===== src/rtl/bist_pkg.sv =====
package bist_pkg;

    localparam int CNT_W = 8;

    typedef struct packed {
        logic             busy;
        logic [CNT_W-1:0] cnt;
        logic             done;
        logic             err;
    } seq_state_t;

endpackage


===== src/rtl/bist_patgen.sv =====
module bist_patgen #(
    parameter int             W    = 3,
    parameter logic [W-1:0]   SEED = '1,
    parameter logic [W-1:0]   TAPS = 3'b101
) (
    input  logic         clk,
    input  logic         rst_n,
    input  logic         load,
    input  logic         step,
    output logic [W-1:0] pat
);

    logic [W-1:0] pat_d, pat_q;

    always_comb begin
        pat_d = pat_q;
        if (load) begin
            pat_d = SEED;
        end else if (step) begin
            pat_d = {pat_q[W-2:0], ^(pat_q & TAPS)};
        end
    end

    always_ff @(posedge clk or negedge rst_n) begin
        if (!rst_n) begin
            pat_q <= SEED;
        end else begin
            pat_q <= pat_d;
        end
    end

    assign pat = pat_q;

endmodule


===== src/rtl/bist_misr.sv =====
module bist_misr #(
    parameter int           W    = 4,
    parameter logic [W-1:0] POLY = 4'b0011
) (
    input  logic         clk,
    input  logic         rst_n,
    input  logic         clear,
    input  logic         step,
    input  logic [W-1:0] resp,
    output logic [W-1:0] sig_next
);

    logic [W-1:0] sig_d, sig_q;

    always_comb begin
        sig_next = {sig_q[W-2:0], 1'b0} ^ ({W{sig_q[W-1]}} & POLY) ^ resp;
        sig_d    = sig_q;
        if (clear) begin
            sig_d = '0;
        end else if (step) begin
            sig_d = sig_next;
        end
    end

    always_ff @(posedge clk or negedge rst_n) begin
        if (!rst_n) begin
            sig_q <= '0;
        end else begin
            sig_q <= sig_d;
        end
    end

endmodule


===== src/rtl/bist_seq.sv =====
module bist_seq
    import bist_pkg::*;
#(
    parameter int           N_PAT   = 7,
    parameter int           W       = 4,
    parameter logic [W-1:0] EXP_SIG = '0
) (
    input  logic         clk,
    input  logic         rst_n,
    input  logic         start,
    input  logic         test_en,
    input  logic [W-1:0] sig_next,
    output logic         step,
    output logic         busy,
    output logic         done,
    output logic         error
);

    localparam logic [CNT_W-1:0] LAST = CNT_W'(N_PAT - 1);

    seq_state_t st_d, st_q;

    always_comb begin
        st_d = st_q;
        step = st_q.busy && test_en && !start;
        if (start) begin
            st_d.busy = 1'b1;
            st_d.cnt  = '0;
            st_d.done = 1'b0;
            st_d.err  = 1'b0;
        end else if (step) begin
            st_d.cnt = st_q.cnt + 1'b1;
            if (st_q.cnt == LAST) begin
                st_d.busy = 1'b0;
                st_d.done = 1'b1;
                st_d.err  = (sig_next != EXP_SIG);
            end
        end
    end

    always_ff @(posedge clk or negedge rst_n) begin
        if (!rst_n) begin
            st_q <= '0;
        end else begin
            st_q <= st_d;
        end
    end

    assign busy  = st_q.busy;
    assign done  = st_q.done;
    assign error = st_q.err;

endmodule


===== src/rtl/bist_selftest_ctrl.sv =====
module bist_selftest_ctrl #(
    parameter int               PAT_W   = 3,
    parameter int               OUT_W   = 4,
    parameter int               N_PAT   = 7,
    parameter logic [PAT_W-1:0] SEED    = 3'b111,
    parameter logic [PAT_W-1:0] TAPS    = 3'b101,
    parameter logic [OUT_W-1:0] POLY    = 4'b0011,
    parameter logic [OUT_W-1:0] EXP_SIG = '0
) (
    input  logic             clk,
    input  logic             rst_n,
    input  logic             start,
    input  logic             test_en,
    input  logic [PAT_W-1:0] func_in,
    input  logic [OUT_W-1:0] cut_resp,
    output logic [PAT_W-1:0] cut_drv,
    output logic             done,
    output logic             error
);

    logic             step;
    logic             busy;
    logic [PAT_W-1:0] pat_q;
    logic [OUT_W-1:0] sig_next;

    bist_patgen #(.W(PAT_W), .SEED(SEED), .TAPS(TAPS)) u_patgen (
        .clk  (clk),
        .rst_n(rst_n),
        .load (start),
        .step (step),
        .pat  (pat_q)
    );

    bist_misr #(.W(OUT_W), .POLY(POLY)) u_misr (
        .clk     (clk),
        .rst_n   (rst_n),
        .clear   (start),
        .step    (step),
        .resp    (cut_resp),
        .sig_next(sig_next)
    );

    bist_seq #(.N_PAT(N_PAT), .W(OUT_W), .EXP_SIG(EXP_SIG)) u_seq (
        .clk     (clk),
        .rst_n   (rst_n),
        .start   (start),
        .test_en (test_en),
        .sig_next(sig_next),
        .step    (step),
        .busy    (busy),
        .done    (done),
        .error   (error)
    );

    assign cut_drv = test_en ? pat_q : func_in;

endmodule


===== config.mk =====
export PLATFORM = sky130hd
export DESIGN_NAME = bist_selftest_ctrl
export DESIGN_NICKNAME = d
export VERILOG_FILES = /design/src/rtl/bist_pkg.sv /design/src/rtl/bist_patgen.sv /design/src/rtl/bist_misr.sv /design/src/rtl/bist_seq.sv /design/src/rtl/bist_selftest_ctrl.sv
export SDC_FILE = /design/constraint.sdc
export NUM_CORES = 1
export LEC_CHECK = 0
export BUFFER_PORTS_ARGS = -buffer_cell sky130_fd_sc_hd__buf_2
export CORE_AREA = 4 4 57 49
export CTS_BUF_LIST = sky130_fd_sc_hd__clkbuf_4 sky130_fd_sc_hd__clkbuf_8
export DETAILED_ROUTE_END_ITERATION = 7
export DIE_AREA = 0 0 61 53
export SYNTH_ARGS = -nofsm -noshare
export SYNTH_HDL_FRONTEND = slang
export SYNTH_HIERARCHICAL = 1
export SYNTH_SLANG_ARGS = --single-unit

===== constraint.sdc =====
create_clock -name clk -period 2.8 [get_ports clk]
set_clock_uncertainty 0.05 [all_clocks]
set_input_delay 0 -clock clk [delete_from_list [all_inputs] [get_ports clk]]
set_output_delay 0 -clock clk [all_outputs]
set_load 0.05 [all_outputs]

==> results.yml, run 1 <==
status:
  outcome: "finished clean"
clocking:
  cts_tree: "yes"
  clockRootBuffer: "clkbuf_4"
  cts_resized: 0
  h-tree-depth: 1
  post-cts-setup-buffers: 0
  clk_latency_ns: 0.29
  cts_buffer_depth: 2
  cts.clk_slew.worst_paths_ns: 0.10
  cts_inserted_buffers: 3
  cts.sinks: 18
sta:
  setup_tns_ns: 0
  worst_pin_slew_ns: 0.750
  min_period_ns: 1.71
  max_freq_ghz: 0.585
  timing_hold_violations_final: 0
  slew_violations: 0
  setup_violations: 0
  setup_slack_ns: 1.09
  slew-limit-headroom: 0.498
  period_share: 0.610
  grt_setup_unrepaired: "false"
drt:
  via_count: 685
  vias_per_cell: 5.15
  dr.pass1.iters: 4
  final_antenna_net_count: 0
  drt-initial-drc-count: 10
  wire_per_inst_um: 13.1
  drcViolationCount: 0
  drt-total-wl_um: 1740
worst_setup_path:
  path_cells: "nand2_1, nor2_1, nor2b_1, a211o_1"
  critical_path_class: "reg2reg"
  cpLargestDelayFamily: "simple AND/OR/NAND/NOR gates"
  start_kind: "flop"
  cp-endpoint: "u_patgen/pat[1]$_DFFE_PN1P_"
  slowest_delay_ns: 0.59
  required_ns: 2.99
  r2r_end: "u_patgen/pat[1]$_DFFE_PN1P_"
  worst-path-stages: 4
  crit_buf_inv: 0
  r2r_setup_slack_ns: 1.09
  r2r_start: "u_seq/busy$_DFFE_PN0P_"
  worst_setup_path_end_kind: "flop"
  crit_fanout: 10
  r2r_cells: 4
  crit_path_top_delay_cell: "nor2_1"
  crit_arrival_ns: 1.89
  critPathLaunch: "u_seq/busy$_DFFE_PN0P_"
pwr:
  total_power_mw: 0.522
  power_leakage_nw: 0.474
  ir_drop_mv: 0.355
  p_per_area_nw_per_um2: 482
grt:
  grt_pass1_vias: 638
  grt_max_degree: 20
  grt_pass1_wl_um: 3010
  antenna_found_initial: 0
  grt.overflow.total: 0
  track_usage: 0.127
finish:
  syn_to_final_growth_pct: 13.4
  nets: 120
  final_cell_count_no_fill: 133
  final_area_um2: 1080
  drive_above_1_share: 0.283
  diodes: 0
floorplan:
  rows: 16
  ios: 16
  start_util: 0.419
  core-area_um2: 2280
  die_area_um2: 3230
  die_h_um: 53
  die_x_um: 61
placement:
  place_hpwl_um: 1220
  place_congestion: 0.770
  postPlaceCellArea_um2: 1040
  dpl_worst_slack_ns: 1.15
  portBuffers: 15
  dp_cells: 128
yosys:
  syn-cell-area_um2: 956
  yosysTopAreaCell: "dfrtp_1"
  synthCells: 90
  yosysWarnings: 6
  yosysTopAreaCellShare: 0.393
  ys_types: 32
  synth_area_per_cell_um2: 10.6
  ys_ff_latch: 18
  yosysSeqAreaShare: 0.475
  synth_nets: 103
  synthTopCellsByArea: "dfrtp_1, dfstp_2, mux2i_1, a21oi_1, xor2_1"
job:
  maxCapViolCount: 0
hold_path:
  hold_class: "in2reg"
[worst reg2reg max path, stage by stage, from the launching register on]
cell and delay, ns:
dfrtp_1 0.49, nand2_1 0.13, nor2_1 0.59, nor2b_1 0.11
a211o_1 0.29
[power by group]
part           internal, mW  total, mW  switching (mW)
registers             0.272      0.282         0.00971
clock network        0.0793      0.161          0.0814
logic                0.0328     0.0801          0.0473
[repair_timing]
item,in CTS,in global routing
setup endpoints to repair,0,0
hold buffers,1,0
hold endpoints to repair,18,0
[state kept, by name, indices dropped and copies added (netlist names)]
signal,cells
u_seq/error,1
u_misr/sig_q,4
u_seq/done,1
u_seq/busy,1
u_patgen/pat,3
u_seq/st_q,8
[cell usage after synthesis]
cell,number
xor2_1,4
nor2_1,9
o31ai_1,3
mux2i_1,4
or4_1,3
buf_6,1
nand3_2,1
inv_1,2
o21bai_1,1
and3_2,2
nand4_1,1
nand2_1,4
nor2b_1,3
buf_4,1
dfstp_2,3
a311oi_1,1
xor3_2,1
ha_1,2
a31oi_1,2
a21o_2,1
clkbuf_1,1
xnor2_1,1
dfrtp_1,15
mux2_2,3
a21oi_1,7
a211o_1,2
nor4_1,2
a41o_1,1
o21ai_0,2
nand3_1,4
clkbuf_2,1
or3_1,2
[routing by layer]
layer / global-route usage / wire, um
met5: 0 / 0
met1: 0.194 / 917
met2: 0.164 / 723
met4: 0.0217 / 0
met3: 0.0512 / 97
[cells in the final DEF (no fill, tap or decap), types with 2 or more instances in the layout]
cell	instances
or4_1	3
mux2i_1	4
dfstp_2	3
a31oi_1	2
nor2_1	9
or3_1	2
buf_2	15
xor2_1	4
and3_2	2
a21oi_1	7
dfrtp_1	15
ha_1	2
o31ai_1	3
nand3_1	4
mux2_2	3
nand2_1	4
a211o_1	2
o21ai_0	2
nor2b_1	3
inv_1	2
clkbuf_4	3
nor4_1	2
[cell families after synthesis]
family | synth area share
buf+inv | 0.0366
mux | 0.0772
flops | 0.475
compound gates | 0.139
xor+xnor | 0.0720
fa+ha+maj | 0.0262
simple gates | 0.174
[through the flow]
step / hold slack, ns / util
floorplan: -0.346 / -
global route: 0.0303 / 0.475
detailed placement: -0.0881 / 0.454
global placement: -0.0937 / 0.454
finish: 0.0276 / 0.475
CTS: 0.0109 / 0.475
[worst min path at each step]
stage,start,endpoint,slack [ns],depth (start not counted)
6_report,cut_resp[0],u_misr/sig_q[0]$_DFFE_PN0P_,0.03,4
5_1_grt,test_en,u_seq/st_q[3]$_DFFE_PN0P_,0.03,2
4_1_cts,test_en,u_seq/st_q[3]$_DFFE_PN0P_,0.01,2
3_5_place_dp,rst_n,u_misr/sig_q[3]$_DFFE_PN0P_,-0.09,1
3_3_place_gp,rst_n,u_misr/sig_q[3]$_DFFE_PN0P_,-0.09,1
2_1_floorplan,rst_n,u_misr/sig_q[0]$_DFFE_PN0P_,-0.35,0
[final cells by class]
type                            count  area [um^2]
Clock buffer                        4         36.3
Fill cell                         220         1200
Inverter                            2         7.51
Multi-Input combinational cell     66          467
Sequential cell                    18          454
Tap cell                           27         33.8
Timing Repair Buffer               16         85.1
No activity file was read; power rests on OpenSTA's default activity.
==> inputs of run 2 (changes only) <==
--- a/config.mk
+++ b/config.mk
@@ -5,11 +5,12 @@
 export SDC_FILE = /design/constraint.sdc
 export NUM_CORES = 1
 export LEC_CHECK = 0
+export ABC_AREA = 1
 export BUFFER_PORTS_ARGS = -buffer_cell sky130_fd_sc_hd__buf_2
-export CORE_AREA = 4 4 57 49
+export CORE_AREA = 4 4 59 50
 export CTS_BUF_LIST = sky130_fd_sc_hd__clkbuf_4 sky130_fd_sc_hd__clkbuf_8
 export DETAILED_ROUTE_END_ITERATION = 7
-export DIE_AREA = 0 0 61 53
+export DIE_AREA = 0 0 63 54
 export SYNTH_ARGS = -nofsm -noshare
 export SYNTH_HDL_FRONTEND = slang
 export SYNTH_HIERARCHICAL = 1
==> constraint.sdc (replaced) <==
create_clock -name clk -period 1.7 [get_ports clk]
set_clock_uncertainty 0.05 [all_clocks]
set_input_delay 0 -clock clk [delete_from_list [all_inputs] [get_ports clk]]
set_output_delay 0 -clock clk [all_outputs]
set_load 0.05 [all_outputs]
==> results.yml, run 2 <==
status:
  outcome: "finished clean"
clocking:
  cts.clk_slew.worst_paths_ns: 0.11
  cts_inserted_buffers: 3
  cts_hold_buf: 6
  cts_tree: "yes"
  clockRootBuffer: "clkbuf_4"
  h-tree-depth: 1
  cts_resized: 0
  cts_buffer_depth: 2
  cts.sinks: 18
  clk_latency_ns: 0.30
  post-cts-setup-buffers: 0
finish:
  most-common-layout-cells: "nand2_1, inv_1, buf_2, dfrtp_1, nor2_1"
  largest_reg_flops: 8
  final_area_um2: 1230
  largest_register: "u_seq/st_q"
  drive_above_1_share: 0.198
  mostFrequentLayoutCell: "nand2_1"
  nets: 176
  diodes: 0
  syn_to_final_growth_pct: 19.0
worst_setup_path:
  crit_arrival_ns: 1.51
  crit_fanout: 7
  start_kind: "flop"
  cpLargestDelayFamily: "simple AND/OR/NAND/NOR gates"
  r2r_cells: 6
  crit_buf_inv: 2
  critical_path_class: "reg2reg"
  path_cells: "nand2_1, nor2_1, inv_1, nor2_1, inv_1, o22ai_1"
  r2r_setup_slack_ns: 0.36
  r2r_start: "u_seq/busy$_DFFE_PN0P_"
  crit_path_top_delay_cell: "dfrtp_1"
  required_ns: 1.87
  slowest_delay_ns: 0.41
  r2r_end: "u_misr/sig_q[0]$_DFFE_PN0P_"
  worst_setup_path_end_kind: "flop"
grt:
  grt_pass1_wl_um: 3970
  grt.overflow.total: 0
  antenna_found_initial: 0
  track_usage: 0.151
  grt_max_degree: 19
  grt_pass1_vias: 893
yosys:
  yosysSeqAreaShare: 0.439
  yosysWarnings: 6
  synthArstFlopShare: 1.00
  yosysTopAreaCellShare: 0.363
  synth_common_cells: "nand2_1, inv_1, dfrtp_1"
  ys_types: 23
  synth_nets: 151
  synth-edff-count: 0
  synthTopCellsByArea: "dfrtp_1, nand2_1, inv_1, dfstp_2, nand3_1"
  synth_flop_cell: "dfrtp_1"
  synth_area_per_cell_um2: 7.49
  yosysTopAreaCell: "dfrtp_1"
  yosysMostFrequentCell: "nand2_1"
  ys_ff_latch: 18
  syn-cell-area_um2: 1030
  synthCells: 138
placement:
  dpl_worst_slack_ns: 0.413
  portBuffers: 15
  place_congestion: 0.770
  postPlaceCellArea_um2: 1130
  place_hpwl_um: 1630
sta:
  setup_violations: 0
  slew-limit-headroom: 0.729
  slew_violations: 0
  min_period_ns: 1.34
  timing_hold_violations_final: 0
  setup_tns_ns: 0
  max_freq_ghz: 0.745
  period_share: 0.789
  worst_pin_slew_ns: 0.407
  setup_slack_ns: 0.358
  grt_setup_unrepaired: "false"
hold_path:
  hold_class: "in2async"
floorplan:
  ios: 16
  die_h_um: 54
  core-area_um2: 2380
  start_util: 0.434
  die_area_um2: 3400
  die_x_um: 63
  rows: 16
drt:
  via_count: 928
  drt-initial-drc-count: 36
  dr.pass1.iters: 4
  vias_per_cell: 4.91
  drt-total-wl_um: 2230
  final_antenna_net_count: 0
  wire_per_inst_um: 11.8
  drcViolationCount: 0
pwr:
  power_leakage_nw: 0.645
  ir_drop_mv: 0.411
  p_per_area_nw_per_um2: 707
job:
  maxCapViolCount: 0
## run 2: cell types whose count changed after synthesis, sizes merged, moves of 3 or more
| cell | before | now |
|---|---|---|
| nand2 | 4 | 42 |
| or4 | 3 | 0 |
| nor2b | 3 | 0 |
| o21ai | 2 | 5 |
| nand3 | 5 | 16 |
| inv | 2 | 24 |
| xor2 | 4 | 0 |
| nor2 | 9 | 16 |
| mux2 | 3 | 0 |
| a21oi | 7 | 2 |
| mux2i | 4 | 0 |
## run 2: final cells by class
cell class / instances / area [um^2]
Inverter: 24 / 90.1
Timing Repair Buffer: 22 / 143
Clock buffer: 4 / 36.3
Tap cell: 27 / 33.8
Sequential cell: 18 / 454
Fill cell: 254 / 1150
Multi-Input combinational cell: 94 / 473
## run 2: report_power, final
part	total, mW	internal (mW)	switching, mW	leakage, nW
logic	0.145	0.0528	0.0920	0.391
clock network	0.265	0.131	0.134	0.0210
registers	0.461	0.446	0.0142	0.233
total	0.870	0.630	0.240	0.645
## run 2: worst reg2reg max path, cell delays in order, from the launching register on
cell	delay, ns
dfrtp_1	0.41
nand2_1	0.18
nor2_1	0.17
inv_1	0.10
nor2_1	0.13
inv_1	0.08
o22ai_1	0.14
## run 2: worst max-delay path by stage
stage / cells past startpoint / end / start / slack (ns)
2_1_floorplan: 6 / u_misr/sig_q[2]$_DFFE_PN0P_ / u_seq/busy$_DFFE_PN0P_ / 0.34
3_3_place_gp: 6 / u_misr/sig_q[0]$_DFFE_PN0P_ / u_seq/busy$_DFFE_PN0P_ / 0.41
3_5_place_dp: 6 / u_misr/sig_q[0]$_DFFE_PN0P_ / u_seq/busy$_DFFE_PN0P_ / 0.41
4_1_cts: 6 / u_misr/sig_q[0]$_DFFE_PN0P_ / u_seq/busy$_DFFE_PN0P_ / 0.38
5_1_grt: 6 / u_misr/sig_q[0]$_DFFE_PN0P_ / u_seq/busy$_DFFE_PN0P_ / 0.22
6_report: 6 / u_misr/sig_q[0]$_DFFE_PN0P_ / u_seq/busy$_DFFE_PN0P_ / 0.36
## run 2: per-stage QoR
stage | total power, mW | hold slack (ns) | utilization | instances
finish | 0.870 | 0.116 | 0.516 | 189
global route | 0.923 | 0.145 | 0.516 | 189
CTS | 0.884 | 0.112 | 0.516 | 189
detailed placement | 0.602 | -0.0915 | 0.476 | 179
global placement | 0.598 | -0.0946 | 0.476 | 179
floorplan | 0.554 | -0.346 | - | 138
## run 2: kinds of logic after synthesis
family          synth area share
compound gates            0.0533
xor+xnor                  0.0254
fa+ha+maj                 0.0242
buf+inv                    0.103
flops                      0.439
simple gates               0.355
## run 2: routing by layer
layer / up-vias / wire length [um] / global-route usage
li1: 475 / - / -
met1: 426 / 1010 / 0.162
met2: 23 / 1060 / 0.292
met3: 4 / 118 / 0.0397
met4: 0 / 38 / 0.0549
met5: - / 0 / 0
